## config.mk

```make
export PLATFORM = sky130hd
export DESIGN_NAME = irq_sequencer
export DESIGN_NICKNAME = d
export VERILOG_FILES = /design/src/rtl/irq_seq_pkg.sv /design/src/rtl/irq_src_bank.sv /design/src/rtl/irq_prio_pick.sv /design/src/rtl/irq_seq_fsm.sv /design/src/rtl/irq_sequencer.sv
export SDC_FILE = /design/constraint.sdc
export NUM_CORES = 1
export LEC_CHECK = 0
export ABC_AREA = 1
export BUFFER_PORTS_ARGS = -buffer_cell sky130_fd_sc_hd__buf_2
export CORE_AREA = 5 5 80 82
export CTS_CLUSTER_DIAMETER = 60
export DETAILED_ROUTE_END_ITERATION = 6
export DIE_AREA = 0 0 85 87
export PLACE_DENSITY = 0.75
export SYNTH_ARGS = -nofsm -noshare
export SYNTH_HDL_FRONTEND = slang
export SYNTH_HIERARCHICAL = 1
export SYNTH_SLANG_ARGS = --single-unit
```

## constraint.sdc

```tcl
create_clock -name clk -period 2.05 [get_ports clk]
set_input_delay 0 -clock clk [delete_from_list [all_inputs] [get_ports clk]]
set_output_delay 0 -clock clk [all_outputs]
set_load 0.02 [all_outputs]
```

## src/rtl/irq_seq_pkg.sv

```systemverilog
package irq_seq_pkg;

    // Fixed sequence length for wake-up, entry and return
    localparam int unsigned SEQ_CYC = 4;
    localparam int unsigned CNT_W   = $clog2(SEQ_CYC);

    typedef enum logic [2:0] {
        ST_IDLE,
        ST_WAKE,
        ST_ENTRY,
        ST_RET,
        ST_GRACE
    } seq_state_e;

endpackage

```

## src/rtl/irq_src_bank.sv

```systemverilog
module irq_src_bank #(
    parameter int unsigned GRP_W = 8,
    parameter int unsigned GRP_N = 2,
    parameter logic [GRP_W*GRP_N-1:0] LEVEL_SRC = {{(GRP_W*GRP_N-1){1'b0}}, 1'b1}
) (
    input  logic                     clk,
    input  logic                     rst_n,
    input  logic [GRP_W*GRP_N-1:0]   req,
    input  logic [GRP_N-1:0]         msk_we,
    input  logic [GRP_W-1:0]         msk_wdata,
    input  logic [GRP_N-1:0]         clr_we,
    input  logic [GRP_W-1:0]         clr_wdata,
    input  logic [GRP_W*GRP_N-1:0]   hw_clr,
    output logic [GRP_W*GRP_N-1:0]   flags,
    output logic [GRP_W*GRP_N-1:0]   active
);

    localparam int unsigned SRC_N = GRP_W * GRP_N;

    typedef struct packed {
        logic [SRC_N-1:0] flag;
        logic [SRC_N-1:0] en;
    } bank_t;

    bank_t            b_d, b_q;
    logic [SRC_N-1:0] sw_clr;

    always_comb begin
        b_d    = b_q;
        sw_clr = '0;
        for (int g = 0; g < GRP_N; g++) begin
            if (msk_we[g]) b_d.en[g*GRP_W +: GRP_W] = msk_wdata;
            if (clr_we[g]) sw_clr[g*GRP_W +: GRP_W] = clr_wdata;
        end
        // a fresh request overrides any clear in the same cycle
        b_d.flag = ((b_q.flag & ~sw_clr & ~hw_clr) | req) & ~LEVEL_SRC;
    end

    always_ff @(posedge clk or negedge rst_n) begin
        if (!rst_n) b_q <= '0;
        else        b_q <= b_d;
    end

    assign flags  = b_q.flag;
    assign active = (b_q.flag | (req & LEVEL_SRC)) & b_q.en;

    // a vector-issue clear removes the flag unless re-requested
    a_r6_hw_clear: assert property (@(posedge clk) disable iff (!rst_n)
        (|(hw_clr & ~req)) |=> ((b_q.flag & $past(hw_clr & ~req)) == '0));

    // a latched request always lands, whatever clear comes with it
    a_r6_set_wins: assert property (@(posedge clk) disable iff (!rst_n)
        (|(req & ~LEVEL_SRC)) |=>
        ((b_q.flag & $past(req & ~LEVEL_SRC)) == $past(req & ~LEVEL_SRC)));

endmodule

```

## src/rtl/irq_prio_pick.sv

```systemverilog
module irq_prio_pick #(
    parameter int unsigned SRC_N = 16,
    parameter int unsigned VEC_W = $clog2(SRC_N + 1)
) (
    input  logic [SRC_N-1:0] active,
    output logic             any,
    output logic [VEC_W-1:0] vec
);

    always_comb begin
        any = |active;
        vec = '0;
        // scan downward so the lowest active source is the last to write
        for (int i = SRC_N - 1; i >= 0; i--) begin
            if (active[i]) vec = VEC_W'(i + 1);
        end
    end

endmodule

```

## src/rtl/irq_seq_fsm.sv

```systemverilog
module irq_seq_fsm
    import irq_seq_pkg::*;
#(
    parameter int unsigned SRC_N = 16,
    parameter int unsigned VEC_W = $clog2(SRC_N + 1)
) (
    input  logic             clk,
    input  logic             rst_n,
    input  logic             pick_any,
    input  logic [VEC_W-1:0] pick_vec,
    input  logic             insn_done,
    input  logic             sleeping,
    input  logic             reti,
    input  logic             gie_we,
    input  logic             gie_wdata,
    output logic             gie,
    output logic             stall,
    output logic             pc_push,
    output logic             pc_pop,
    output logic             vec_valid,
    output logic [VEC_W-1:0] vec_idx,
    output logic [SRC_N-1:0] hw_clr
);

    typedef struct packed {
        seq_state_e       st;
        logic [CNT_W-1:0] cnt;
        logic [VEC_W-1:0] vec;
        logic             gie;
    } fsm_t;

    fsm_t c_q, c_d;
    logic last;

    always_comb begin
        c_d  = c_q;
        last = (c_q.cnt == CNT_W'(SEQ_CYC - 1));
        unique case (c_q.st)
            ST_IDLE: begin
                if (reti) begin
                    c_d.st  = ST_RET;
                    c_d.cnt = '0;
                end else if (c_q.gie && pick_any && (insn_done || sleeping)) begin
                    c_d.vec = pick_vec;
                    c_d.gie = 1'b0;
                    c_d.cnt = '0;
                    c_d.st  = sleeping ? ST_WAKE : ST_ENTRY;
                end else if (gie_we) begin
                    c_d.gie = gie_wdata;
                end
            end
            ST_WAKE: begin
                c_d.cnt = c_q.cnt + 1'b1;
                if (last) begin
                    c_d.st  = ST_ENTRY;
                    c_d.cnt = '0;
                end
            end
            ST_ENTRY: begin
                c_d.cnt = c_q.cnt + 1'b1;
                if (last) begin
                    c_d.st  = ST_IDLE;
                    c_d.cnt = '0;
                end
            end
            ST_RET: begin
                c_d.cnt = c_q.cnt + 1'b1;
                if (last) begin
                    c_d.st  = ST_GRACE;
                    c_d.cnt = '0;
                    c_d.gie = 1'b1;
                end
            end
            ST_GRACE: begin
                if (reti) begin
                    c_d.st  = ST_RET;
                    c_d.cnt = '0;
                end else begin
                    if (insn_done) c_d.st = ST_IDLE;
                    if (gie_we)    c_d.gie = gie_wdata;
                end
            end
            default: c_d = '0;
        endcase
    end

    always_ff @(posedge clk or negedge rst_n) begin
        if (!rst_n) c_q <= '{st: ST_IDLE, cnt: '0, vec: '0, gie: 1'b0};
        else        c_q <= c_d;
    end

    assign gie       = c_q.gie;
    assign stall     = (c_q.st == ST_WAKE) || (c_q.st == ST_ENTRY) || (c_q.st == ST_RET);
    assign pc_push   = (c_q.st == ST_ENTRY) && (c_q.cnt == '0);
    assign pc_pop    = (c_q.st == ST_RET) && (c_q.cnt == '0);
    assign vec_valid = (c_q.st == ST_ENTRY) && last;
    assign vec_idx   = vec_valid ? c_q.vec : '0;
    assign hw_clr    = vec_valid ? (SRC_N'(1) << (c_q.vec - VEC_W'(1))) : '0;

    // global enable stays low while an entry or wake-up runs
    a_r1_gie_low_in_entry: assert property (@(posedge clk) disable iff (!rst_n)
        ((c_q.st == ST_WAKE) || (c_q.st == ST_ENTRY)) |-> !c_q.gie);

    // one push pulse, then the vector three cycles later
    a_r2_push_single: assert property (@(posedge clk) disable iff (!rst_n)
        pc_push |=> !pc_push);
    a_r2_push_then_vec: assert property (@(posedge clk) disable iff (!rst_n)
        pc_push |-> ##3 vec_valid);

    // the wake-up period hands over to the entry push
    a_r3_wake_to_push: assert property (@(posedge clk) disable iff (!rst_n)
        ((c_q.st == ST_WAKE) && last) |=> pc_push);

    // a pop leads to the global enable four cycles later
    a_r8_pop_then_gie: assert property (@(posedge clk) disable iff (!rst_n)
        pc_pop |-> ##4 c_q.gie);

    // no entry can start straight out of the post-return window
    a_r9_grace_no_push: assert property (@(posedge clk) disable iff (!rst_n)
        (c_q.st == ST_GRACE) |=> !pc_push);

endmodule

```

## src/rtl/irq_sequencer.sv

```systemverilog
module irq_sequencer #(
    parameter int unsigned GRP_W = 8,
    parameter int unsigned GRP_N = 2,
    parameter logic [GRP_W*GRP_N-1:0] LEVEL_SRC = {{(GRP_W*GRP_N-1){1'b0}}, 1'b1}
) (
    input  logic                              clk,
    input  logic                              rst_n,
    input  logic [GRP_W*GRP_N-1:0]            irq_req,
    input  logic                              insn_done,
    input  logic                              sleeping,
    input  logic                              reti,
    input  logic                              gie_we,
    input  logic                              gie_wdata,
    input  logic [GRP_N-1:0]                  msk_we,
    input  logic [GRP_W-1:0]                  msk_wdata,
    input  logic [GRP_N-1:0]                  flg_clr_we,
    input  logic [GRP_W-1:0]                  flg_clr_wdata,
    output logic [GRP_W*GRP_N-1:0]            flag_rd,
    output logic                              vec_valid,
    output logic [$clog2(GRP_W*GRP_N+1)-1:0]  vec_idx,
    output logic                              pc_push,
    output logic                              pc_pop,
    output logic                              core_stall,
    output logic                              gie
);

    localparam int unsigned SRC_N = GRP_W * GRP_N;
    localparam int unsigned VEC_W = $clog2(SRC_N + 1);

    logic [SRC_N-1:0] src_active;
    logic [SRC_N-1:0] hw_clr;
    logic             pick_any;
    logic [VEC_W-1:0] pick_vec;

    irq_src_bank #(
        .GRP_W     (GRP_W),
        .GRP_N     (GRP_N),
        .LEVEL_SRC (LEVEL_SRC)
    ) u_bank (
        .clk       (clk),
        .rst_n     (rst_n),
        .req       (irq_req),
        .msk_we    (msk_we),
        .msk_wdata (msk_wdata),
        .clr_we    (flg_clr_we),
        .clr_wdata (flg_clr_wdata),
        .hw_clr    (hw_clr),
        .flags     (flag_rd),
        .active    (src_active)
    );

    irq_prio_pick #(
        .SRC_N (SRC_N),
        .VEC_W (VEC_W)
    ) u_pick (
        .active (src_active),
        .any    (pick_any),
        .vec    (pick_vec)
    );

    irq_seq_fsm #(
        .SRC_N (SRC_N),
        .VEC_W (VEC_W)
    ) u_fsm (
        .clk       (clk),
        .rst_n     (rst_n),
        .pick_any  (pick_any),
        .pick_vec  (pick_vec),
        .insn_done (insn_done),
        .sleeping  (sleeping),
        .reti      (reti),
        .gie_we    (gie_we),
        .gie_wdata (gie_wdata),
        .gie       (gie),
        .stall     (core_stall),
        .pc_push   (pc_push),
        .pc_pop    (pc_pop),
        .vec_valid (vec_valid),
        .vec_idx   (vec_idx),
        .hw_clr    (hw_clr)
    );

    // the picked source is active and no lower-numbered one is
    a_r7_lowest_first: assert property (@(posedge clk) disable iff (!rst_n)
        pick_any |-> ((pick_vec != '0)
                   && (((src_active >> (pick_vec - VEC_W'(1))) & SRC_N'(1)) == SRC_N'(1))
                   && ((src_active & ((SRC_N'(1) << (pick_vec - VEC_W'(1))) - SRC_N'(1))) == '0)));

endmodule

```

* After elaboration in Yosys (flattened, before gate mapping) *
Index checks and enable logic that the tools add are counted.

storage, ports and cells
  bits of input ports = 43
  flip-flop bits (word level) = 42

cells by class
  bitwise gates (word level) = 9
  multiplexer cells = 37
  reductions and logical operators = 17
  equal/unequal tests = 14
  shift-type cells = 1
  $add $sub $neg = 2

operator list
  cell                  count
  $mux 5                21
  $and 16x16->16        3
  $not 16->16           2
  $pmux 5 s5            1
  $mux 16               1
  $mux 8                2
  $or 16x1->16          1
  $or 16x16->16         1
  $reduce_or 16->1      1
  $shl 1x5->16 const A  1
  $mux 10               1
  $pmux 5 s2            1
  $ne 2x1->1 const B    4
  $eq 3x2->1 const B    2
  $mux 3                2
  $mux 6                1
  $ne 2x2->1 const B    3
  $logic_and 1x1->1     5
  $reduce_and 5->1      1
  $sub 5x1->5 const B   1
  $mux 1                4
  $mux 2                2
  $pmux 1 s4            1
  $reduce_and 4->1      1
  other kinds (14)      17

* Depth between registers and ports, before layout *
Gate-level depths: netlist (run 1).

  depth after elaboration = 21
  depth in mapped cells = 19

* Cells and area by module *
The synthesis (run 1) kept the hierarchy.

modules (own cells, without submodules)
  module         sequential area each (µm²)  area each (µm²)  cells each  times used
  irq_src_bank   775.7                       1,547.7          206         1
  irq_seq_fsm    275.3                       969.7            151         1
  irq_prio_pick  0.0                         216.5            53          1

* Least setup slack after synthesis (run 1) *
OpenSTA, ideal clock, no wires.

  path kind = register -> register
  start = reg u_bank.b_q (netlist bit u_bank/flags[13])
  end = reg u_fsm/c_q[8] in the netlist's numbering
  data arrival time = 1.463 ns
  stages on the path, launching flop included = 15
  slack = 0.469 ns
  required time = 1.933 ns
  setup time = 0.117 ns
  period minus slack after synthesis = 1.581 ns
  path through = dfrtp_1 nand2_1 inv_1 nor2_1 inv_2 nor3_1 inv_2 nor2_1 nand3_1 nand2_1 nor2_2 inv_1 nand2_2 nand4_1 nand2_1

between the ends
  cells in the longest elaborated chain, start to end = 7

RTL lines
  what                            line                 RTL
  start: declaration              irq_src_bank.sv:25   bank_t b_d, b_q;
  start signal: assignment        irq_src_bank.sv:40   if (!rst_n) b_q <= '0;
  start signal: assignment        irq_src_bank.sv:41   else b_q <= b_d;
  $or 16x1->16                    irq_src_bank.sv:45   assign active = (b_q.flag | (req & LEVEL_SRC)) & b_q.en;
  $and 16x16->16                  irq_src_bank.sv:45
  via src_active[13]              irq_sequencer.sv:30  logic [SRC_N-1:0] src_active;
  $reduce_or 16->1                irq_prio_pick.sv:11  any = |active;
  via pick_any                    irq_sequencer.sv:32  logic pick_any;
  $logic_and 1x1->1 (2 in a row)  irq_seq_fsm.sv:43    end else if (c_q.gie && pick_any && (insn_done || sleeping)) begin
  $ne 3x2->1 (no line)            n/a
  $reduce_and 5->1 (no line)      n/a
  end signal: assignment          irq_seq_fsm.sv:88    if (!rst_n) c_q <= '{st: ST_IDLE, cnt: '0, vec: '0, gie: 1'b0};
  end: declaration                irq_seq_fsm.sv:32    fsm_t c_q, c_d;

The timed path passes the listed nets, and every way through them passes these cells.
A chain may end at the register's enable or synchronous reset.

* Worst setup path in the final report (run 1) *
Same ends and word-level chain as after synthesis.

==> results.sh, run 1 <==
export IMPL_syn_inst=409
export IMPL_r2r_start="u_bank/flags[13]$_DFF_PN0_"
export IMPL_cts_buffers=5
export IMPL_avgSynthCellArea_um2=6.675
export IMPL_mostFrequentLayoutCells="nand2_1, inv_1, buf_2"
export IMPL_fin_crit_ns=1.728
export IMPL_portBuffers=67
export IMPL_clock_root_buffer="clkbuf_8"
export IMPL_worst_setup_path_start_kind="flop"
export IMPL_initial_core_util_pct=48.10
export IMPL_overflow=0
export IMPL_grt_start_max_net_pins=43
export IMPL_drc=0
export IMPL_maxSlewViolCount=0
export IMPL_cap_violations=0
export IMPL_die_area_um2=7395
export IMPL_num_io_pins=69
export IMPL_leakage_nw=1.944
export IMPL_top_usage_layer="met2"
export IMPL_p_sw_share_pct=43.08
export IMPL_grt_pass1_vias=2560
export IMPL_wl_per_cell_um=11.70
export IMPL_grtUsageMet3_pct=3.974
export IMPL_fin_skew_ns=0.008268
export IMPL_hpwlAfterDp_mm=4.981
export IMPL_via_per_inst=4.601
export IMPL_p_int_mw=1.600
export IMPL_wl_mm=6.683
export IMPL_min_path_type="in2reg"
export IMPL_synth_fp_nets=456
export IMPL_ant_nets=0
export IMPL_fmax_mhz=578.7
export IMPL_post_cts_buffers=0
export IMPL_globalRouteTotalUtil_pct=18.98
export IMPL_met2_usage_pct=32.27
export IMPL_nFillCells=533
export IMPL_p_comb_share_pct=42.9
export IMPL_cts_tree="built"
export IMPL_n_antenna_cell=0
export IMPL_area_delta_synth_final_pct=25.11
export IMPL_path_class="reg2reg"
export IMPL_crit_path_start="u_bank/flags[13]$_DFF_PN0_"
export IMPL_switchingPower_mw=1.211
export IMPL_layout_drive_gt1_share_pct=19.56
export IMPL_worstPathArrival_ns=1.91
export IMPL_mostFrequentLayoutCell="nand2_1"
export IMPL_min_to="u_bank/b_q[2]$_DFFE_PN0P_"
export IMPL_clockBufferDepth=2
export IMPL_end_kind="flop"
export IMPL_setup_viol=0
export IMPL_yosys_warnings=6
export IMPL_fin_nets=543
export IMPL_irDropWorstVdd_mv=0.4204
export IMPL_slew_headroom_pct=36.55
export IMPL_crit_fanout=9
export IMPL_worst_slew_pin_slew_ns=0.9517
export IMPL_core_rowCount=28
export IMPL_drt_iter0_drc=155
export IMPL_finalPower_mw=2.811
export IMPL_seqPwrFrac_pct=39.1
export IMPL_coreArea_um2=5675
export IMPL_grtUsageMet1_pct=24.67
export IMPL_grt_pass1_wl_mm=11.34
export IMPL_htree_levels=2
export IMPL_drtPass1Iterations=4
export IMPL_fp_dieW_um=85
export IMPL_reg2reg_depth=14
export IMPL_period_share_pct=84.29
export IMPL_rrSetupSlack_ns=0.32
export IMPL_rr_endpoint="u_fsm/c_q[8]$_DFFE_PN0P_"
export IMPL_antenna_found_initial=0
export IMPL_clk_latency_ns=0.29
export IMPL_clock_power_share_pct=18.0
export IMPL_path_clk_slew_ns=0.08
export IMPL_syn_area_um2=2730
export IMPL_cp_required_ns=2.24
export IMPL_cts_sinks=42
export IMPL_gp_congestion=0.8167
export IMPL_rsz0062_at_grt="no"
export IMPL_power_density_nw_per_um2=822.9
export IMPL_finalHoldViolCount=0
export IMPL_vias=2627
export IMPL_status="finished, final reports clean"
export IMPL_tns_ns=0
export IMPL_hold_start="msk_we[0]"
export IMPL_fp_dieH_um=87
export IMPL_hold_depth=3
[power groups by stage]
stage                     Sequential (mW)  Combinational, mW  Clock [mW]
final                                1.10               1.21       0.505
after global routing                 1.12               1.38       0.555
after CTS                            1.10               1.20       0.525
after detailed placement             1.12               1.15           0
after global placement               1.11               1.12           0
after floorplan                      1.09              0.882           0
[layout make-up]
cell class                 instances  area, um^2  area share [%]
clock inverter                     2       10.01          0.2930
sequential                        42        1051           30.77
tap                               75       93.84           2.747
multi-input combinational        243        1142           33.44
inverter                         105       394.1           11.54
clock buffer                       5       68.82           2.015
timing repair buffer              99       655.6           19.19
[repair_timing]
| item | 4_1_cts | 5_1_grt |
|---|---|---|
| hold buffers | 32 | 0 |
| endpoints found under the setup margin | 0 | 4 |
| gates resized for setup | 0 | 1 |
| hold endpoints to repair | 73 | 0 |
[flip-flops by register name, summed over array words and instances, names as in the netlist]
signal and flops:
u_bank/flags 15, u_fsm/c_q 10, u_fsm/gie 1, u_bank/b_q 16
[stage by stage]
step                utilization [%]  setup WS (ns)  instances  area (um^2)  hold WS [ns]
floorplan                         -         0.4694        409         2730       -0.2956
global route                  60.19        0.06783        571         3416       0.08834
finish                        60.19         0.3221        571         3416       0.07063
CTS                           60.10         0.2264        571         3411       0.05736
detailed placement            53.06         0.2681        532         3012        0.1880
global placement              53.06         0.3542        532         3012        0.1845
[worst max-delay path, cell delays in order, from the launching register on]
cell,delay [ns]
dfrtp_1,0.41
nand2_1,0.07
inv_1,0.04
nor2_1,0.13
inv_2,0.05
nor3_2,0.17
inv_2,0.06
nor2_1,0.13
nand3_1,0.09
nand2_1,0.08
nor2_2,0.08
inv_1,0.08
nand2_2,0.07
nand4_1,0.08
nand2_1,0.07
[per-layer routing]
metal,wire length (um),vias to the layer above
li1,-,1379
met1,2905,1154
met2,3162,86
met3,535,8
met4,80,0
met5,0,-
[worst max path at each step]
stage / end / cells after the start / slack (ns)
final: u_fsm/c_q[8]$_DFFE_PN0P_ / 14 / 0.32
after global routing: u_fsm/c_q[8]$_DFFE_PN0P_ / 15 / 0.07
after CTS: u_fsm/c_q[8]$_DFFE_PN0P_ / 14 / 0.23
after detailed placement: u_fsm/c_q[8]$_DFFE_PN0P_ / 14 / 0.27
after global placement: u_fsm/c_q[7]$_DFFE_PN0P_ / 15 / 0.35
after floorplan: u_fsm/c_q[8]$_DFFE_PN0P_ / 14 / 0.47
(Power assumes the default switching activity.)
==> run 2: changes to the inputs <==
--- a/config.mk
+++ b/config.mk
@@ -7,11 +7,11 @@
 export LEC_CHECK = 0
 export ABC_AREA = 1
 export BUFFER_PORTS_ARGS = -buffer_cell sky130_fd_sc_hd__buf_2
-export CORE_AREA = 5 5 80 82
+export CORE_AREA = 5 5 82 84
 export CTS_CLUSTER_DIAMETER = 60
 export DETAILED_ROUTE_END_ITERATION = 6
-export DIE_AREA = 0 0 85 87
-export PLACE_DENSITY = 0.75
+export DIE_AREA = 0 0 87 89
+export PLACE_DENSITY = 0.74
 export SYNTH_ARGS = -nofsm -noshare
 export SYNTH_HDL_FRONTEND = slang
 export SYNTH_HIERARCHICAL = 1
==> constraint.sdc (replaced) <==
create_clock -name clk -period 1.5 [get_ports clk]
set_input_delay 0 -clock clk [delete_from_list [all_inputs] [get_ports clk]]
set_output_delay 0 -clock clk [all_outputs]
set_load 0.02 [all_outputs]
==> run 2 against run 1 <==
The run now ends with setup timing left. Clock-buffer cell count up 1. Total power up 70%. Register-to-register slack got worse by 0.46 ns. Via count up 10%. Flip-flop and latch count stayed put. Clock skew shrank 0.0063 ns. Largest cell class unchanged.
==> results.sh, run 2 (synthesized netlist as in run 1, its figures left out) <==
export IMPL_routed_top_layer="met4"
export IMPL_maxSlewViolCount=0
export IMPL_initial_core_util_pct=46.66
export IMPL_rsz0062_at_grt="yes"
export IMPL_timing_final_ws_setup_ns=-0.1402
export IMPL_cp_common_cell="nor2_1"
export IMPL_failed_checks="setup timing"
export IMPL_clockBufferDepth=2
export IMPL_setup_worst_path_end="u_fsm/c_q[9]$_DFFE_PN0P_"
export IMPL_status="finished with violations"
export IMPL_core_rowCount=28
export IMPL_n_antenna_cell=0
export IMPL_finalHoldViolCount=0
export IMPL_cts_buffers=5
export IMPL_path_class="reg2reg"
export IMPL_place_worst_setup_slack_ns=-0.1229
export IMPL_crit_path_cell_trace="nand2_1 > inv_1 > nor2_1 > inv_2 > nor3_4 > inv_2 > nor2_2 > nand3_1 > nand2_2 > nor2_4 > nor2_1 > nor2_1 > nand3_1 > nand2_1"
export IMPL_finish_instance_area_um2=3990
export IMPL_worst_setup_path_start_kind="flop"
export IMPL_largest_reg_flops=16
export IMPL_grt_start_max_net_pins=23
export IMPL_ant_nets=0
export IMPL_r2r_start="u_bank/b_q[13]$_DFFE_PN0P_"
export IMPL_cap_violations=0
export IMPL_path_clk_slew_ns=0.08
export IMPL_met2_length_mm=3.801
export IMPL_mostFrequentLayoutCells="nand2_1, inv_1, buf_2"
export IMPL_overflow=0
export IMPL_fp_dieH_um=89
export IMPL_irDropWorstVdd_mv=0.8368
export IMPL_fin_crit_ns=1.640
export IMPL_htree_levels=2
export IMPL_drtPass1Iterations=4
export IMPL_globalRouteTotalUtil_pct=21.11
export IMPL_clk_latency_ns=0.30
export IMPL_end_kind="flop"
export IMPL_wl_mm=7.600
export IMPL_drc=0
export IMPL_m1WireLength_mm=3.217
export IMPL_power_density_nw_per_um2=1196
export IMPL_fp_dieW_um=87
export IMPL_leakage_nw=2.205
export IMPL_die_area_um2=7743
export IMPL_grt_pass1_vias=2857
export IMPL_vias=2900
export IMPL_portBuffers=67
export IMPL_regMostFlops="u_bank/b_q"
export IMPL_area_delta_synth_final_pct=46.15
export IMPL_rrSetupSlack_ns=-0.14
export IMPL_placed_cell_area_um2=3268
export IMPL_wl_per_cell_um=12.30
export IMPL_clock_root_buffer="clkbuf_8"
export IMPL_utilization_pct=68.20
export IMPL_via_per_inst=4.693
export IMPL_grt_pass1_wl_mm=12.76
export IMPL_finalPower_mw=4.773
export IMPL_drt_iter0_drc=187
export IMPL_fmax_mhz=609.7
export IMPL_min_path_type="in2reg"
export IMPL_fin_skew_ns=0.001965
export IMPL_slowest_delay_ns=0.38
export IMPL_reg2reg_depth=14
export IMPL_mostFrequentLayoutCell="nand2_1"
export IMPL_worstPathArrival_ns=1.83
export IMPL_coreArea_um2=5851
export IMPL_crit_path_start="u_bank/b_q[13]$_DFFE_PN0P_"
export IMPL_cts_sinks=42
export IMPL_antenna_found_initial=0
export IMPL_gp_congestion=0.8779
export IMPL_cp_required_ns=1.69
export IMPL_layout_drive_gt1_share_pct=31.12
export IMPL_num_io_pins=69
export IMPL_hpwlAfterDp_mm=5.260
export IMPL_period_share_pct=109.3
export IMPL_met3WireLength_um=474
export IMPL_setup_viol=10
export IMPL_crit_fanout=5
export IMPL_rr_endpoint="u_fsm/c_q[9]$_DFFE_PN0P_"
export IMPL_fin_nets=590
export IMPL_slowest_stage="dfrtp_1"
export IMPL_cts_tree="built"
-- run 2: changes by cell type in the layout (fill, tap and decap cells not counted), moves of 6 or more --
cell	previous run	this run
inv_1	94	88
buf_2	67	59
nor2_4	1	8
nor2_1	38	30
buf_4	0	45
buf_6	0	7
-- run 2: power by group --
part           switching (mW)  internal [mW]
Clock                   0.391          0.533
Combinational            1.37           1.01
Sequential              0.154           1.31
Total                    1.91           2.86
-- run 2: final cells by class --
class	count	area, um^2
sequential	42	1052
fill	460	1861
multi-input combinational	244	1265
clock buffer	6	82.58
timing repair buffer	145	1067
tap	75	93.84
inverter	105	399.1
clock inverter	1	30.03
-- run 2: worst min path at each step --
stage	from	end	slack, ns	cells after the start
after CTS	msk_we[0]	u_bank/b_q[2]$_DFFE_PN0P_	0.07	3
after floorplan	rst_n	u_bank/b_q[0]$_DFFE_PN0P_	-0.30	0
after global placement	rst_n	u_bank/b_q[10]$_DFFE_PN0P_	-0.009	1
after global routing	msk_we[0]	u_bank/b_q[2]$_DFFE_PN0P_	0.09	3
final	msk_we[0]	u_bank/b_q[5]$_DFFE_PN0P_	0.07	3
after detailed placement	rst_n	u_bank/flags[8]$_DFF_PN0_	-0.01	1
-- run 2: timing repair --
| item | in CTS | in global routing |
|---|---|---|
| setup buffers | 10 | 7 |
| resized for setup | 12 | 38 |
| gates cloned | 1 | 0 |
| hold buffers | 32 | 0 |
| hold endpoints to repair | 51 | 0 |
| pin swaps | 7 | 12 |
| setup endpoints to repair | 24 | 29 |
-- run 2: critical path: cells and delay by family, from the launching register on --
family                 cells  cell delay (ns)
AND/OR/NAND/NOR           11             0.99
flip-flops                 1             0.38
buffers and inverters      3             0.18
-- run 2: metal layers --
| metal | vias up | global-route usage [%] |
|---|---|---|
| met3 | 8 | 4.516 |
| met1 | 1326 | 25.98 |
| li1 | 1468 | - |
| met4 | 0 | 6.941 |
| met5 | - | 0 |
| met2 | 98 | 36.85 |
-- run 2: metrics by stage --
step | TNS [ns] | hold slack, ns | instances
after global routing | -3.082 | 0.09361 | 618
after global placement | -0.4196 | -0.009492 | 562
after detailed placement | -0.9555 | -0.01023 | 562
after floorplan | 0 | -0.2956 | 409
after CTS | -0.7621 | 0.07128 | 612
final | -1.143 | 0.07238 | 618
